File: config.mk
export PLATFORM = sky130hd
export DESIGN_NAME = rate_burst_encoder
export DESIGN_NICKNAME = d
export VERILOG_FILES = /design/src/rtl/rbe_pkg.sv /design/src/rtl/rbe_burst_norm.sv /design/src/rtl/rbe_rate_norm.sv /design/src/rtl/rbe_restoring_div.sv /design/src/rtl/rate_burst_encoder.sv
export SDC_FILE = /design/constraint.sdc
export NUM_CORES = 1
export LEC_CHECK = 0
export BUFFER_PORTS_ARGS = -buffer_cell sky130_fd_sc_hd__clkbuf_2
export CAP_MARGIN = 15
export CORE_MARGIN = 2
export CORE_UTILIZATION = 65
export DETAILED_ROUTE_END_ITERATION = 10
export PLACE_DENSITY = 0.86
export SLEW_MARGIN = 20
export SYNTH_ARGS = -nofsm -noshare
export SYNTH_HDL_FRONTEND = slang
export SYNTH_HIERARCHICAL = 1
export SYNTH_SLANG_ARGS = --single-unit
export TNS_END_PERCENT = 30
File: constraint.sdc
create_clock -name clk -period 6.9 [get_ports clk]
set_input_delay 1.035 -clock clk [delete_from_list [all_inputs] [get_ports clk]]
set_output_delay 1.035 -clock clk [all_outputs]
set_load 0.03 [all_outputs]
File: src/rtl/rbe_pkg.sv
// Shared types and default constants for the rate and burst float encoder.
// Assumes: the controller uses only the states listed below.
package rbe_pkg;

    typedef enum logic [1:0] {
        ST_IDLE = 2'd0,
        ST_NORM = 2'd1,
        ST_DIV  = 2'd2
    } ctl_state_t;

    localparam int unsigned      DEF_EXP_CAP    = 22;
    localparam int unsigned      DEF_RATE_SHIFT = 6;
    localparam longint unsigned  DEF_LOW_MARK   = 64'd256000000;
    localparam longint unsigned  DEF_HIGH_MARK  = 64'd512000000;
    localparam longint unsigned  DEF_SCALE      = 64'd1000000;

endpackage

File: src/rtl/rbe_burst_norm.sv
// Iterative burst normaliser: shifts the burst left one place per clock until
// its top bit is set, which locates floor(log2). It then forms the clamped
// exponent and the 8-bit fraction.
// Assumes: load is a one-cycle pulse. Inputs are held internally after load.
module rbe_burst_norm #(
    parameter int unsigned BURST_W = 32,
    parameter int unsigned MAN_W   = 8,
    parameter int unsigned EXP_W   = 5,
    parameter int unsigned EXP_CAP = 22
) (
    input  logic               clk,
    input  logic               rst_n,
    input  logic               load,
    input  logic [BURST_W-1:0] burst_i,
    output logic               busy_o,
    output logic [MAN_W-1:0]   man_o,
    output logic [EXP_W-1:0]   exp_o
);

    localparam int unsigned IDX_W = $clog2(BURST_W);
    localparam logic [IDX_W-1:0] TOP_IDX = IDX_W'(BURST_W - 1);
    localparam logic [IDX_W-1:0] CAP_IDX = IDX_W'(EXP_CAP);
    localparam logic [IDX_W-1:0] FRAC_IDX = IDX_W'(MAN_W);

    logic [BURST_W-1:0] shreg_q;
    logic [MAN_W-1:0]   capped_bits_q;
    logic [IDX_W-1:0]   idx_q;
    logic               zero_q;
    logic               busy_q;
    logic [MAN_W-1:0]   man_next;
    logic [EXP_W-1:0]   exp_next;
    logic               found;

    assign found = shreg_q[BURST_W-1] | zero_q;

    // Exponent and mantissa for the current normalisation position.
    always_comb begin
        if (zero_q) begin
            exp_next = '0;
        end else if (idx_q > CAP_IDX) begin
            exp_next = EXP_W'(EXP_CAP);
        end else begin
            exp_next = EXP_W'(idx_q);
        end
        if (zero_q || (idx_q < FRAC_IDX)) begin
            man_next = '0;
        end else if (idx_q <= CAP_IDX) begin
            man_next = shreg_q[BURST_W-2 -: MAN_W];
        end else begin
            man_next = capped_bits_q;
        end
    end

    // Load, shift one place per clock, and latch the result when normalised.
    always_ff @(posedge clk) begin
        if (!rst_n) begin
            shreg_q       <= '0;
            capped_bits_q <= '0;
            idx_q         <= '0;
            zero_q        <= 1'b0;
            busy_q        <= 1'b0;
            man_o         <= '0;
            exp_o         <= '0;
        end else if (load) begin
            shreg_q       <= burst_i;
            capped_bits_q <= burst_i[EXP_CAP-1 -: MAN_W];
            idx_q         <= TOP_IDX;
            zero_q        <= (burst_i == '0);
            busy_q        <= 1'b1;
        end else if (busy_q) begin
            if (found) begin
                busy_q <= 1'b0;
                man_o  <= man_next;
                exp_o  <= exp_next;
            end else begin
                shreg_q <= shreg_q << 1;
                idx_q   <= idx_q - 1'b1;
            end
        end
    end

    assign busy_o = busy_q;

endmodule

File: src/rtl/rbe_rate_norm.sv
// Iterative rate normaliser. It scales the rate by 2^RATE_SHIFT. A slow value
// is doubled until it reaches the low mark, and each doubling counts into a
// saturating divider. A fast value is halved while it is at or above the high
// mark, with the halvings capped. One step per clock.
// Assumes: load is a one-cycle pulse. WORK_W is wide enough for rate << RATE_SHIFT.
module rbe_rate_norm #(
    parameter int unsigned     RATE_W     = 64,
    parameter int unsigned     WORK_W     = 72,
    parameter int unsigned     RATE_SHIFT = 6,
    parameter int unsigned     DIV_W      = 4,
    parameter int unsigned     EXP_W      = 5,
    parameter int unsigned     EXP_CAP    = 22,
    parameter longint unsigned LOW_MARK   = 64'd256000000,
    parameter longint unsigned HIGH_MARK  = 64'd512000000
) (
    input  logic              clk,
    input  logic              rst_n,
    input  logic              load,
    input  logic [RATE_W-1:0] rate_i,
    output logic              busy_o,
    output logic              zero_o,
    output logic [WORK_W-1:0] work_o,
    output logic [EXP_W-1:0]  exp_o,
    output logic [DIV_W-1:0]  div_o,
    output logic              uf_o
);

    localparam logic [WORK_W-1:0] LOW_V   = WORK_W'(LOW_MARK);
    localparam logic [WORK_W-1:0] HIGH_V  = WORK_W'(HIGH_MARK);
    localparam logic [DIV_W-1:0]  DIV_MAX = '1;
    localparam logic [EXP_W-1:0]  CAP_E   = EXP_W'(EXP_CAP);

    logic [WORK_W-1:0] work_q;
    logic [WORK_W-1:0] load_work;
    logic [EXP_W-1:0]  e_q;
    logic [DIV_W-1:0]  div_q;
    logic              dbl_q;
    logic              zero_q;
    logic              busy_q;
    logic              uf_q;

    assign load_work = {{(WORK_W-RATE_W){1'b0}}, rate_i} << RATE_SHIFT;

    // Load the scaled rate, then take one doubling or halving step per clock.
    always_ff @(posedge clk) begin
        if (!rst_n) begin
            work_q <= '0;
            e_q    <= '0;
            div_q  <= '0;
            dbl_q  <= 1'b0;
            zero_q <= 1'b0;
            busy_q <= 1'b0;
            uf_q   <= 1'b0;
        end else if (load) begin
            work_q <= load_work;
            e_q    <= '0;
            div_q  <= '0;
            dbl_q  <= (load_work < LOW_V);
            zero_q <= (rate_i == '0);
            busy_q <= 1'b1;
            uf_q   <= 1'b0;
        end else if (busy_q) begin
            if (zero_q) begin
                busy_q <= 1'b0;
                div_q  <= DIV_MAX;
                uf_q   <= 1'b1;
            end else if (dbl_q) begin
                if (work_q < LOW_V) begin
                    work_q <= work_q << 1;
                    if (div_q == DIV_MAX) begin
                        uf_q <= 1'b1;
                    end else begin
                        div_q <= div_q + 1'b1;
                    end
                end else begin
                    busy_q <= 1'b0;
                end
            end else begin
                if ((work_q >= HIGH_V) && (e_q <= CAP_E)) begin
                    work_q <= work_q >> 1;
                    e_q    <= e_q + 1'b1;
                end else begin
                    busy_q <= 1'b0;
                end
            end
        end
    end

    // The halving count may pass the cap by one, so clamp it on the way out.
    always_comb begin
        exp_o = (e_q > CAP_E) ? CAP_E : e_q;
    end

    assign busy_o = busy_q;
    assign zero_o = zero_q;
    assign work_o = work_q;
    assign div_o  = div_q;
    assign uf_o   = uf_q;

endmodule

File: src/rtl/rbe_restoring_div.sv
// Restoring divider by a fixed constant. It produces one quotient bit per clock
// over DVD_W clocks and exposes the low Q_W quotient bits.
// Assumes: DIVISOR is nonzero and below 2^DVS_W. load is a one-cycle pulse.
module rbe_restoring_div #(
    parameter int unsigned     DVD_W   = 72,
    parameter int unsigned     DVS_W   = 20,
    parameter int unsigned     Q_W     = 8,
    parameter longint unsigned DIVISOR = 64'd1000000
) (
    input  logic             clk,
    input  logic             rst_n,
    input  logic             load,
    input  logic [DVD_W-1:0] dividend_i,
    output logic             busy_o,
    output logic [Q_W-1:0]   quot_o
);

    localparam int unsigned CNT_W = $clog2(DVD_W + 1);
    localparam logic [DVS_W:0]   DVS_V  = (DVS_W + 1)'(DIVISOR);
    localparam logic [CNT_W-1:0] CNT_LD = CNT_W'(DVD_W);
    localparam logic [CNT_W-1:0] CNT_END = CNT_W'(1);

    logic [DVD_W-1:0] quo_q;
    logic [DVS_W-1:0] rem_q;
    logic [CNT_W-1:0] cnt_q;
    logic             busy_q;
    logic [DVS_W:0]   trial;
    logic             take;

    // Trial subtraction of the divisor from the partial remainder.
    always_comb begin
        trial = {rem_q, quo_q[DVD_W-1]};
        take  = (trial >= DVS_V);
    end

    // Shift in one dividend bit per clock and record one quotient bit.
    always_ff @(posedge clk) begin
        if (!rst_n) begin
            quo_q  <= '0;
            rem_q  <= '0;
            cnt_q  <= '0;
            busy_q <= 1'b0;
        end else if (load) begin
            quo_q  <= dividend_i;
            rem_q  <= '0;
            cnt_q  <= CNT_LD;
            busy_q <= 1'b1;
        end else if (busy_q) begin
            rem_q  <= take ? DVS_W'(trial - DVS_V) : trial[DVS_W-1:0];
            quo_q  <= {quo_q[DVD_W-2:0], take};
            cnt_q  <= cnt_q - 1'b1;
            if (cnt_q == CNT_END) begin
                busy_q <= 1'b0;
            end
        end
    end

    assign busy_o = busy_q;
    assign quot_o = quo_q[Q_W-1:0];

endmodule

File: src/rtl/rate_burst_encoder.sv
// Top of the rate and burst float encoder. It accepts a start while idle, runs
// both normalisers side by side, divides the rate offset by the scale and
// publishes all fields together with a one-cycle done.
// Assumes: a start seen while a job runs is dropped. Results hold between done pulses.
module rate_burst_encoder #(
    parameter int unsigned     BURST_W    = 32,
    parameter int unsigned     RATE_W     = 64,
    parameter int unsigned     MAN_W      = 8,
    parameter int unsigned     EXP_W      = 5,
    parameter int unsigned     DIV_W      = 4,
    parameter int unsigned     EXP_CAP    = rbe_pkg::DEF_EXP_CAP,
    parameter int unsigned     RATE_SHIFT = rbe_pkg::DEF_RATE_SHIFT,
    parameter longint unsigned LOW_MARK   = rbe_pkg::DEF_LOW_MARK,
    parameter longint unsigned HIGH_MARK  = rbe_pkg::DEF_HIGH_MARK,
    parameter longint unsigned SCALE      = rbe_pkg::DEF_SCALE
) (
    input  logic               clk,
    input  logic               rst_n,
    input  logic               start,
    input  logic [BURST_W-1:0] burst_in,
    input  logic [RATE_W-1:0]  rate_in,
    output logic               busy,
    output logic               done,
    output logic [MAN_W-1:0]   burst_mant,
    output logic [EXP_W-1:0]   burst_exp,
    output logic [MAN_W-1:0]   rate_mant,
    output logic [EXP_W-1:0]   rate_exp,
    output logic [DIV_W-1:0]   rate_div,
    output logic               rate_underflow
);
    import rbe_pkg::*;

    localparam int unsigned WORK_W = RATE_W + RATE_SHIFT + 2;
    localparam int unsigned DVS_W  = $clog2(SCALE + 1);
    localparam logic [WORK_W-1:0] LOW_V = WORK_W'(LOW_MARK);

    ctl_state_t        state_q;
    logic              kick;
    logic              div_kick;
    logic              norm_idle;
    logic              bn_busy;
    logic [MAN_W-1:0]  bn_man;
    logic [EXP_W-1:0]  bn_exp;
    logic              rn_busy;
    logic              rn_zero;
    logic [WORK_W-1:0] rn_work;
    logic [EXP_W-1:0]  rn_exp;
    logic [DIV_W-1:0]  rn_div;
    logic              rn_uf;
    logic [WORK_W-1:0] dividend;
    logic              dv_busy;
    logic [MAN_W-1:0]  dv_quot;

    // Controller decodes: accept, normalisers finished, divider launch.
    always_comb begin
        kick      = start && (state_q == ST_IDLE);
        norm_idle = !bn_busy && !rn_busy;
        div_kick  = (state_q == ST_NORM) && norm_idle && !rn_zero;
        dividend  = rn_work - LOW_V;
    end

    rbe_burst_norm #(
        .BURST_W (BURST_W),
        .MAN_W   (MAN_W),
        .EXP_W   (EXP_W),
        .EXP_CAP (EXP_CAP)
    ) u_burst (
        .clk     (clk),
        .rst_n   (rst_n),
        .load    (kick),
        .burst_i (burst_in),
        .busy_o  (bn_busy),
        .man_o   (bn_man),
        .exp_o   (bn_exp)
    );

    rbe_rate_norm #(
        .RATE_W     (RATE_W),
        .WORK_W     (WORK_W),
        .RATE_SHIFT (RATE_SHIFT),
        .DIV_W      (DIV_W),
        .EXP_W      (EXP_W),
        .EXP_CAP    (EXP_CAP),
        .LOW_MARK   (LOW_MARK),
        .HIGH_MARK  (HIGH_MARK)
    ) u_rate (
        .clk    (clk),
        .rst_n  (rst_n),
        .load   (kick),
        .rate_i (rate_in),
        .busy_o (rn_busy),
        .zero_o (rn_zero),
        .work_o (rn_work),
        .exp_o  (rn_exp),
        .div_o  (rn_div),
        .uf_o   (rn_uf)
    );

    rbe_restoring_div #(
        .DVD_W   (WORK_W),
        .DVS_W   (DVS_W),
        .Q_W     (MAN_W),
        .DIVISOR (SCALE)
    ) u_div (
        .clk        (clk),
        .rst_n      (rst_n),
        .load       (div_kick),
        .dividend_i (dividend),
        .busy_o     (dv_busy),
        .quot_o     (dv_quot)
    );

    // Job sequencing and publication of all result fields at done.
    always_ff @(posedge clk) begin
        if (!rst_n) begin
            state_q        <= ST_IDLE;
            done           <= 1'b0;
            burst_mant     <= '0;
            burst_exp      <= '0;
            rate_mant      <= '0;
            rate_exp       <= '0;
            rate_div       <= '0;
            rate_underflow <= 1'b0;
        end else begin
            done <= 1'b0;
            case (state_q)
                ST_IDLE: begin
                    if (start) begin
                        state_q <= ST_NORM;
                    end
                end
                ST_NORM: begin
                    if (norm_idle) begin
                        if (rn_zero) begin
                            state_q        <= ST_IDLE;
                            done           <= 1'b1;
                            burst_mant     <= bn_man;
                            burst_exp      <= bn_exp;
                            rate_mant      <= '0;
                            rate_exp       <= '0;
                            rate_div       <= rn_div;
                            rate_underflow <= rn_uf;
                        end else begin
                            state_q <= ST_DIV;
                        end
                    end
                end
                ST_DIV: begin
                    if (!dv_busy) begin
                        state_q        <= ST_IDLE;
                        done           <= 1'b1;
                        burst_mant     <= bn_man;
                        burst_exp      <= bn_exp;
                        rate_mant      <= dv_quot;
                        rate_exp       <= rn_exp;
                        rate_div       <= rn_div;
                        rate_underflow <= rn_uf;
                    end
                end
                default: state_q <= ST_IDLE;
            endcase
        end
    end

    assign busy = (state_q != ST_IDLE);

endmodule

==> impl_results.md, run 1 <==
* DRC violations left at 0
* DR WL/cell at between 15 and 20 µm
* Clock root buffer: clkbuf_16
* Total Power at between 0.004 and 0.005 W
* Initial antenna violation count at 0
* Nature of the critical path startpoint: input port
* Cts-stage hold buffer count at 0
* H-Tree Depth at 1
* Core ar. at 23300 µm²
* Initial core utilization at 0.655
* WP buf/inv at 4
* Die ar. at 24700 µm²
* Clk sinks at around 280
* Number of global-route vias before repair at 12000
* Hold Crit Class: reg -> reg
* CP required at around 7300 ps
* Tmin final at between 2000 and 3000 ps
* Cell Area, Synth at about 15000 µm²
* Worst slew margin at 0.305
* Status: completed
* Ports at between 100 and 150
* Syn Nets at between 1500 and 2000
* Worst-Margin Slew at slightly above 1000 ps
* Skew final at 12.5 ps
* Crit path capture type: register
* Final hold viol count at 0
* Post-CTS Setup Bufs at 0
* Setup TNS at 0 ps
* First-pass detailed-route iteration total at 5
* Number of synthesized flops with an enable pin at 0
* CP Max Fanout at 63
* Post-DP HPWL at approximately 24 mm
* Overflow after GRT at 0
* RSZ-0062 raised after global routing: false
* CTS max path bufs at 3
* Synthesized area per cell at ~8.5 µm²
* Routed WL at between 30 and 40 mm
* Max stage delay on crit path at 660 ps
* Total number of vias at about 13000
* Finished Core Util at 0.720
* Gr usage total at 0.284
* Area Growth Syn to Fin at 9.82%
* Asr flop ratio synth at 0
* Die height at ~160 µm
* CTS clk-pin slew, worst paths at around 60 ps
* CP max stage cell: buf_4
* Layout Nets at 1943
* Cell Pwr Density at between 200 and 300 nW/µm²
* Slew Viols, Final at 0
* Global-route wire length before repair at between 50 and 60 mm
* Iter 0 DRT Violations at about 1300
* Ys flop type: dfxtp_1
* Fraction of layout cells with a size suffix above 1 at 0.150
* Die Width at between 150 and 200 µm
* Final ANT Viol Nets at 0
* Register bit total from synthesis at ~280
* Peak VDD IR at about 0.19 mV
* Cells along the critical path: clkbuf_2, and2_4, buf_4, clkinv_1, buf_4, o21ai_0, a21o_1, a211oi_1
* Final-report setup violation count at 0
* Max-Cap Viols at 0
* Syn. warnings at 6
* Filler cells at between 1500 and 2000
* Arrival time of the worst setup path at 3390 ps
* F_max at around 340 MHz
* CP Class: in -> reg
* GPL Wtd Cong at about 0.9
* Vias/cell at 6.20
* CTS tree: done
* Sequential fraction of the synthesis area at 0.366
* Worst skew pair latency at roughly 550 ps
* Largest net degree at the start of global routing at between 100 and 150
* # port buffers at 131
* Post_cts resized at 0
* CP most frequent cell: buf_4
* Syn Inst Count at 1804
* Lkg Pwr at roughly 6.5 nW
* Library cells used by synthesis at 80
* Inserted Clock Buffers at 28
* Design area at 16700 µm²
* Cell row count at 56
* Post-DP Area at 15700 µm²
* N_diodes at 0
* Cell family with the largest share of critical-path delay: buffers and inverters
* Final Cycle Share at 0.432
-- final timing paths --
path,from,endpoint,slack [ps],cells after the start
worst max-delay path,start,u_rate/work_o[15],3920,8
worst min-delay path,burst_mant[6],burst_mant[6],450,2
worst max register to register,u_rate/work_o[55],u_rate/work_o[21],3930,7
worst min register to register,burst_mant[6],burst_mant[6],450,2
-- final cells by class --
class | instances | area [µm²] | share of cell area
inverter | 21 | 78.8 | 0.00471
clock inverter | 13 | 146 | 0.00874
timing repair buffer | 145 | 800 | 0.0478
sequential | 279 | 5590 | 0.334
tap | 319 | 399 | 0.0238
clock buffer | 37 | 796 | 0.0475
multi-input combinational | 1357 | 8930 | 0.533
-- per-layer routing --
metal | track usage | up-vias | wire [µm]
li1 | - | 6578 | -
met1 | 0.396 | 6334 | 16700
met2 | 0.466 | 495 | 16900
met3 | 0.0391 | 58 | 2450
met4 | 0.0740 | 0 | 658
met5 | 0 | - | 0
-- layout by cell type (no fill, tap or decap), types with 23 or more instances in the layout --
| master | n |
|---|---|
| dfxtp_1 | 277 |
| o21ai_0 | 192 |
| nand2_1 | 184 |
| clkbuf_2 | 130 |
| a21oi_1 | 128 |
| mux2i_1 | 124 |
| and2_1 | 78 |
| nor4_1 | 65 |
| nor2_1 | 58 |
| a211oi_1 | 55 |
| xor2_1 | 50 |
| mux2_2 | 42 |
| nor2b_1 | 36 |
| nor3_1 | 29 |
| clkbuf_16 | 29 |
| o21ai_1 | 26 |
| a21o_1 | 26 |
| o211a_1 | 23 |
-- flip-flops by register name, indices dropped and copies added, names as in the netlist, 2 cells and up --
register,cells
u_burst/shreg_q,32
rate_mant,8
u_burst/man_o,8
state_q,2
rate_div,4
u_rate/e_q,5
u_burst/capped_bits_q,8
u_div/cnt_q,7
u_div/quo_q,72
burst_mant,8
burst_exp,5
rate_exp,5
u_rate/div_o,4
u_rate/work_o,72
u_burst/idx_q,5
u_div/rem_q,20
u_burst/exp_o,5
-- cells by family (layout without fill, tap and decap cells) --
logic type,Yosys count,count (layout),share of synthesized area
AND/OR/NAND/NOR,568,568,0.204
AO/OA/AOI/OAI,541,541,0.218
flip-flops,279,279,0.366
buffers and inverters,168,216,0.0495
multiplexers,166,166,0.112
XOR/XNOR,70,70,0.0402
adder cells (fa/ha/maj),12,12,0.00985
-- cells in the mapped netlist, types with 14 or more instances --
cell type	number	area, µm²
mux2_2	42	473
nor2_1	58	218
and2_1	80	500
clkbuf_1	99	372
xnor2_1	20	175
o211a_1	23	230
nor3_1	29	145
dfxtp_1	279	5590
a22oi_1	15	113
nand2_1	184	691
a21oi_1	129	646
o21ai_0	192	961
inv_1	20	75.1
a21o_1	26	195
xor2_1	50	438
buf_2	15	75.1
nor2b_1	36	225
nand2b_1	14	87.6
o21ai_1	26	130
a211oi_1	55	413
buf_4	16	120
mux2i_1	124	1240
nand3_1	17	85.1
nor4_1	65	407
-- power by group --
| part | internal, W | leakage [nW] | switching (W) |
|---|---|---|---|
| combinational | 0.000389 | 3.72 | 0.000517 |
| sequential | 0.00175 | 2.28 | 0.000202 |
| clock | 0.000919 | 0.469 | 0.000640 |
| total | 0.00306 | 6.47 | 0.00136 |
-- tightest hold or removal path, cell delays in order, from the launching register on --
cell and delay (ps):
dfxtp_1 310, nand2_1 50, a21oi_1 50
-- through the flow --
step	hold WS [ps]	worst slack (ps)	instances
6_report	455	3920	2171
5_1_grt	473	3730	2171
4_1_cts	457	3690	2169
3_5_place_dp	447	3440	2119
3_3_place_gp	443	3510	2119
2_1_floorplan	425	4620	1804
No activity file was read; power rests on OpenSTA's default activity.
==> run 2, diff against run 1 <==
Settings changed: CORE_UTILIZATION 65 to 55, PLACE_DENSITY 0.86 to 0.77.
Clock period 6.9 ns to 2.45 ns, I/O delays scaled along.
==> run 2 against run 1 <==
  * Register-to-register slack lost 3800 ps
  * Critical path depth is the same
  * Clock skew grew 5.8 ps
  * Critical endpoint is now u_rate/div_o[1]
==> impl_results.md, run 2 (synthesized netlist as in run 1, its figures left out) <==
* Total number of vias at 13400 (-0.13%)
* Initial core utilization at 0.563 (-0.0928)
* Overflow after GRT at 0 (unchanged)
* Initial antenna violation count at 1 (+1)
* Final-report setup violation count at 0 (unchanged)
* Worst slew margin at 0.293 (-0.0116)
* CTS max path bufs at 3 (unchanged)
* CP required at 2950 ps (-4360 ps)
* Finished Core Util at 0.644 (-0.0761)
* Most frequent cells in the layout: dfxtp_1 (277), o21ai_0 (192), nand2_1 (184)
* Cell family with the largest share of critical-path delay: simple AND/OR/NAND/NOR gates
* Die ar. at 29100 µm² (+18%)
* Final ANT Viol Nets at 0 (unchanged)
* H-Tree Depth at 1 (unchanged)
* Fraction of layout cells with a size suffix above 1 at 0.181 (+0.0315)
* Post-DP HPWL at 25.4 mm (+7.3%)
* Switching power total at 0.00386 W (+180%)
* Final hold viol count at 0 (unchanged)
* CTS tree: done
* Iter 0 DRT Violations at 950 (-24%)
* Max stage delay on crit path at 380 ps (-280 ps)
* Tmin final at about 2300 ps
* Layout Nets at 2007 (+3.3%)
* Vias/cell at 5.88 (-5.2%)
* CP max stage cell: o21ai_0
* Crit path capture type: register
* GPL Wtd Cong at 0.928 (+1.8%)
* Cell row count at 60 (+7.1%)
* DRC violations left at 0 (unchanged)
* Final std cells w/o fill at 2288 (+5.4%)
* Cell Pwr Density at 727 nW/µm² (+180%)
* Nature of the critical path startpoint: register
* Largest net degree at the start of global routing at 167 (+12%)
* Final Cycle Share at 0.950
* Placed insts at 2236 (+5.5%)
* Die height at 170 µm (+8.5%)
* Lkg Pwr at 6.83 nW (+5.6%)
* Number of global-route vias before repair at 12400 (+3.5%)
* CP most frequent cell: buf_4
* First-pass detailed-route iteration total at 5 (unchanged)
* Inserted Clock Buffers at 30 (+7.1%)
* Clock root buffer: clkbuf_16
* CP Class: reg -> reg
* # port buffers at 131 (unchanged)
* Gr usage total at 0.247 (-0.0376)
* Post-CTS Setup Bufs at 0 (unchanged)
* DR WL/cell at 16.0 µm (-5.2%)
* Core ar. at 27100 µm² (+17%)
* Comb pwr share at 0.232 (+0.027)
* Cts-stage hold buffer count at 0 (unchanged)
* Routed WL at 36.7 mm (-0.12%)
* Net Sw Frac at 0.304 (-0.00395)
* Area Growth Syn to Fin at 14.4%
* Filler cells at 2252 (+27%)
* Cells along the critical path: buf_4, nor4_1, nand4_1, nor3_4, buf_4, nand3b_1, o21ai_0, o221a_2
* Leading cell type in the layout, fill and taps excluded: dfxtp_1
* Post_cts resized at 0 (unchanged)
* Internal Dissipation at 0.00883 W (+190%)
* Clk pwr share at 0.347 (-0.006)
* Slew Viols, Final at 0 (unchanged)
* N_diodes at 0 (unchanged)
* Global-route wire length before repair at 60.6 mm (+3.0%)
* Clk sinks at 279 (unchanged)
* Sequential power share at 0.421 (-0.021)
* Arrival time of the worst setup path at 2820 ps (-570 ps)
* CP Max Fanout at 5 (-92%)
* CTS clk-pin slew, worst paths at 60 ps (about the same)
* Worst-Margin Slew at 1060 ps (+22.2 ps)
* F_max at roughly 430 MHz
* Worst skew pair latency at 550 ps (about the same)
* Die Width at 170 µm (+8.5%)
* Ports at 132 (unchanged)
* Status: completed
* Skew final at 18.3 ps (+5.84 ps)
* Peak VDD IR at 0.610 mV (+230%)
* Max-Cap Viols at 0 (unchanged)
* WP buf/inv at 2 (-2)
* Hold Crit Class: in -> reg
[run 2: cell types whose count changed in the layout (fill, tap and decap cells not counted), moves of 2 or more]
cell,before,now
nor4_1,65,59
nor4_2,3,9
clkbuf_16,29,32
buf_12,1,10
clkbuf_1,4,7
bufinv_16,3,1
buf_4,12,66
[run 2: routing by layer]
layer,GRT usage,share of wire,up-vias
met5,0,0,-
met4,0.0550,0.016,0
met3,0.0259,0.053,45
met2,0.412,0.47,386
met1,0.346,0.46,6314
li1,-,-,6702
[run 2: path summary, 6_finish.rpt]
kind | from | endpoint | slack [ps] | cells past startpoint
worst max-delay path | u_rate/work_o[31] | u_rate/div_o[1] | 120 | 8
worst min register to register | burst_mant[2] | burst_mant[2] | 450 | 2
worst min-delay path | burst_in[2] | u_burst/shreg_q[2] | 70 | 2
worst max register to register | u_rate/work_o[31] | u_rate/div_o[1] | 120 | 8
[run 2: power by group through the flow]
stage          sequential, W  combinational [W]  clock (W)
5_1_grt              0.00540            0.00325    0.00467
4_1_cts              0.00533            0.00290    0.00447
3_5_place_dp         0.00542            0.00287          0
6_report             0.00534            0.00294    0.00440
3_3_place_gp         0.00540            0.00280          0
2_1_floorplan        0.00535            0.00208          0
[run 2: final cells by class]
cell class / count / area (µm²) / share of cell area
Multi-Input combinational cell: 1357 / 8990 / 0.515
Sequential cell: 279 / 5590 / 0.321
Timing Repair Buffer: 207 / 1360 / 0.0778
Clock buffer: 44 / 896 / 0.0514
Tap cell: 372 / 465 / 0.0267
Inverter: 21 / 78.8 / 0.00452
Clock inverter: 8 / 65.1 / 0.00373
[run 2: stage by stage]
step / power, W / setup WS (ps) / TNS (ps) / hold slack (ps) / instance area (µm²)
floorplan: 0.00743 / 188 / 0 / 425 / 15200
global placement: 0.00820 / 141 / 0 / 442 / 16400
detailed placement: 0.00830 / 90.5 / 0 / 444 / 16400
CTS: 0.0127 / 36.9 / 0 / 47.2 / 17400
global route: 0.0133 / -15.0 / -15.0 / 58.0 / 17400
finish: 0.0127 / 123 / 0 / 66.7 / 17400
==> run 3, diff against run 2 <==
Settings changed: CELL_PAD_IN_SITES_DETAIL_PLACEMENT set to 0, CELL_PAD_IN_SITES_GLOBAL_PLACEMENT set to 1, CORE_UTILIZATION 55 to 41, PLACE_DENSITY 0.77 to not set, PLACE_DENSITY_LB_ADDON set to 0.1.
==> run 3 against run 2 <==
  * Flip-flop and latch count stayed put
  * Routed wire length is 14% higher
  * Die area is 33% higher
  * Fmax is 3.1% lower
  * Final cell count is 6.4% higher
  * Global-route usage is 3.7 points lower
  * Power is 9.7% higher
  * Sequential share of layout area is 1.4 points lower
  * Clock power is 23% higher
  * Largest cell class unchanged
  * Largest power group is now the clock network
==> impl_results.md, run 3 (synthesized netlist as in run 1, its figures left out) <==
* Final Cycle Share at 0.981 (+0.0308)
* # port buffers at 131 (unchanged)
* Lkg Pwr at 7.18 nW (+5.2%)
* CP max stage cell: or4_4
* Slew Viols, Final at 0 (unchanged)
* Hold Crit Class: in -> reg
* Vias/cell at 5.47 (-6.9%)
* Cells along the critical path: or4_4, nor3_4, nand4b_1, buf_4, nor4_4, xor2_1, nand2_1, o21ai_1, and2_1
* Core ar. at 36600 µm² (+35%)
* Cell Pwr Density at 761 nW/µm² (+4.7%)
* Largest net degree at the start of global routing at 88 (-47%)
* Final ANT Viol Nets at 0 (unchanged)
* Arrival time of the worst setup path at 2860 ps (+40 ps)
* CP Max Fanout at 6 (+1)
* H-Tree Depth at 2 (+1)
* WP buf/inv at 1 (-1)
* DR WL/cell at 17.1 µm (+6.9%)
* CTS max path bufs at 3 (unchanged)
* Worst slew margin at 0.529 (+0.236)
* CTS tree: done
* N_diodes at 0 (unchanged)
* Fraction of layout cells with a size suffix above 1 at 0.210 (+0.0290)
* Area Growth Syn to Fin at 19.9%
* Nature of the critical path startpoint: register
* DRC violations left at 0 (unchanged)
* Crit path capture type: register
* F_max at 416 MHz (-3.1%)
* Status: completed
* Routed WL at 41.7 mm (+14%)
* Ports at 132 (unchanged)
* RSZ-0062 raised after global routing: true
* Die height at 197 µm (+15%)
* Overflow after GRT at 0 (unchanged)
* Cell family with the largest share of critical-path delay: simple AND/OR/NAND/NOR gates
* Iter 0 DRT Violations at 800 (-16%)
* Final hold viol count at 0 (unchanged)
* Most frequent cells in the layout: dfxtp_1 (275), o21ai_0 (190), nand2_1 (182)
* Clock root buffer: clkbuf_16
* CP Class: reg -> reg
* CP Depth at 9 (+1)
* Die ar. at 38700 µm² (+33%)
* Final-report setup violation count at 0 (unchanged)
* Placed insts at 2356 (+5.4%)
* Inserted Clock Buffers at 36 (+20%)
* Cell row count at 70 (+17%)
* GPL Wtd Cong at 0.857 (-7.6%)
* Number of global-route vias before repair at 12500 (+0.23%)
* Die Width at 197 µm (+15%)
* Global-route wire length before repair at 67.5 mm (+11%)
* Layout Nets at 2049 (+2.1%)
* Total number of vias at 13300 (-0.94%)
* Leading cell type in the layout, fill and taps excluded: dfxtp_1
* Post-DP HPWL at 28.6 mm (+13%)
* Skew final at 14.5 ps (-3.80 ps)
* Peak VDD IR at 0.346 mV (-43%)
* Initial core utilization at 0.416 (-0.146)
* First-pass detailed-route iteration total at 4 (-1)
* Gr usage total at 0.210 (-0.0370)
* CP required at 2900 ps (-50 ps)
* Tmin final at 2400 ps (+75.6 ps)
* Setup TNS at 0 ps (unchanged)
* Max-Cap Viols at 0 (unchanged)
* Cts-stage hold buffer count at 0 (unchanged)
* R2r worst-path depth at 9 (+1)
* Worst skew pair latency at 510 ps (-40 ps)
* Max stage delay on crit path at 550 ps (+170 ps)
* CTS clk-pin slew, worst paths at 60 ps (about the same)
* Final std cells w/o fill at 2434 (+6.4%)
* Hold Crit Depth at 2 (unchanged)
* Worst-Margin Slew at 703 ps (-355 ps)
* Clk sinks at 279 (unchanged)
* Initial antenna violation count at 0 (-1)
run 3: worst paths after layout:
check,start,end,slack (ps)
max,u_rate/work_o[31],u_div/quo_q[71],50
min,burst_in[8],u_burst/shreg_q[8],90
max reg2reg,u_rate/work_o[31],u_div/quo_q[71],50
min reg2reg,u_burst/exp_o[3],u_burst/exp_o[3],450
run 3: final cells by class:
cell class                 instances  area, µm²
fill                            3564      18300
clock inverter                    16        176
multi-input combinational       1357       9110
sequential                       279       5600
clock buffer                      50       1050
timing repair buffer             243       1670
tap                              468        586
inverter                          21       78.8
run 3: what timing repair did:
item | CTS | global route
setup endpoints to repair | 21 | 93
pin swaps | 1 | 13
resized for setup | 1 | 37
buffers inserted | 0 | 11
gates cloned | 0 | 1
run 3: where the power goes:
group	switching, W	total (W)	internal (W)
combinational	0.00176	0.00316	0.00140
sequential	0.000409	0.00533	0.00492
clock	0.00208	0.00542	0.00334
total	0.00425	0.0139	0.00967
run 3: metrics by stage:
stage / power, W / instance area (µm²) / hold slack (ps) / util / setup slack, ps
floorplan: 0.00743 / 15200 / 425 / - / 188
global placement: 0.00842 / 16700 / 444 / 0.457 / 23.2
finish: 0.0139 / 18300 / 93.8 / 0.499 / 47.5
detailed placement: 0.00844 / 16700 / 449 / 0.457 / -28.2
CTS: 0.0139 / 18000 / 70.8 / 0.491 / -8.98
global route: 0.0147 / 18300 / 83.7 / 0.499 / -114
run 3: routing by layer:
layer,vias to the layer above,global-route usage,share of wire
met4,0,0.0407,0.012
li1,6800,-,-
met3,35,0.0287,0.043
met2,263,0.318,0.44
met5,-,0,0
met1,6223,0.317,0.51
run 3: worst register-to-register path: stages, from the launching register on:
cell and delay (ps):
dfxtp_4 360, or4_4 550, nor3_4 300, nand4b_1 210
buf_4 210, nor4_4 250, xor2_1 180, nand2_1 70
o21ai_1 70, and2_1 130
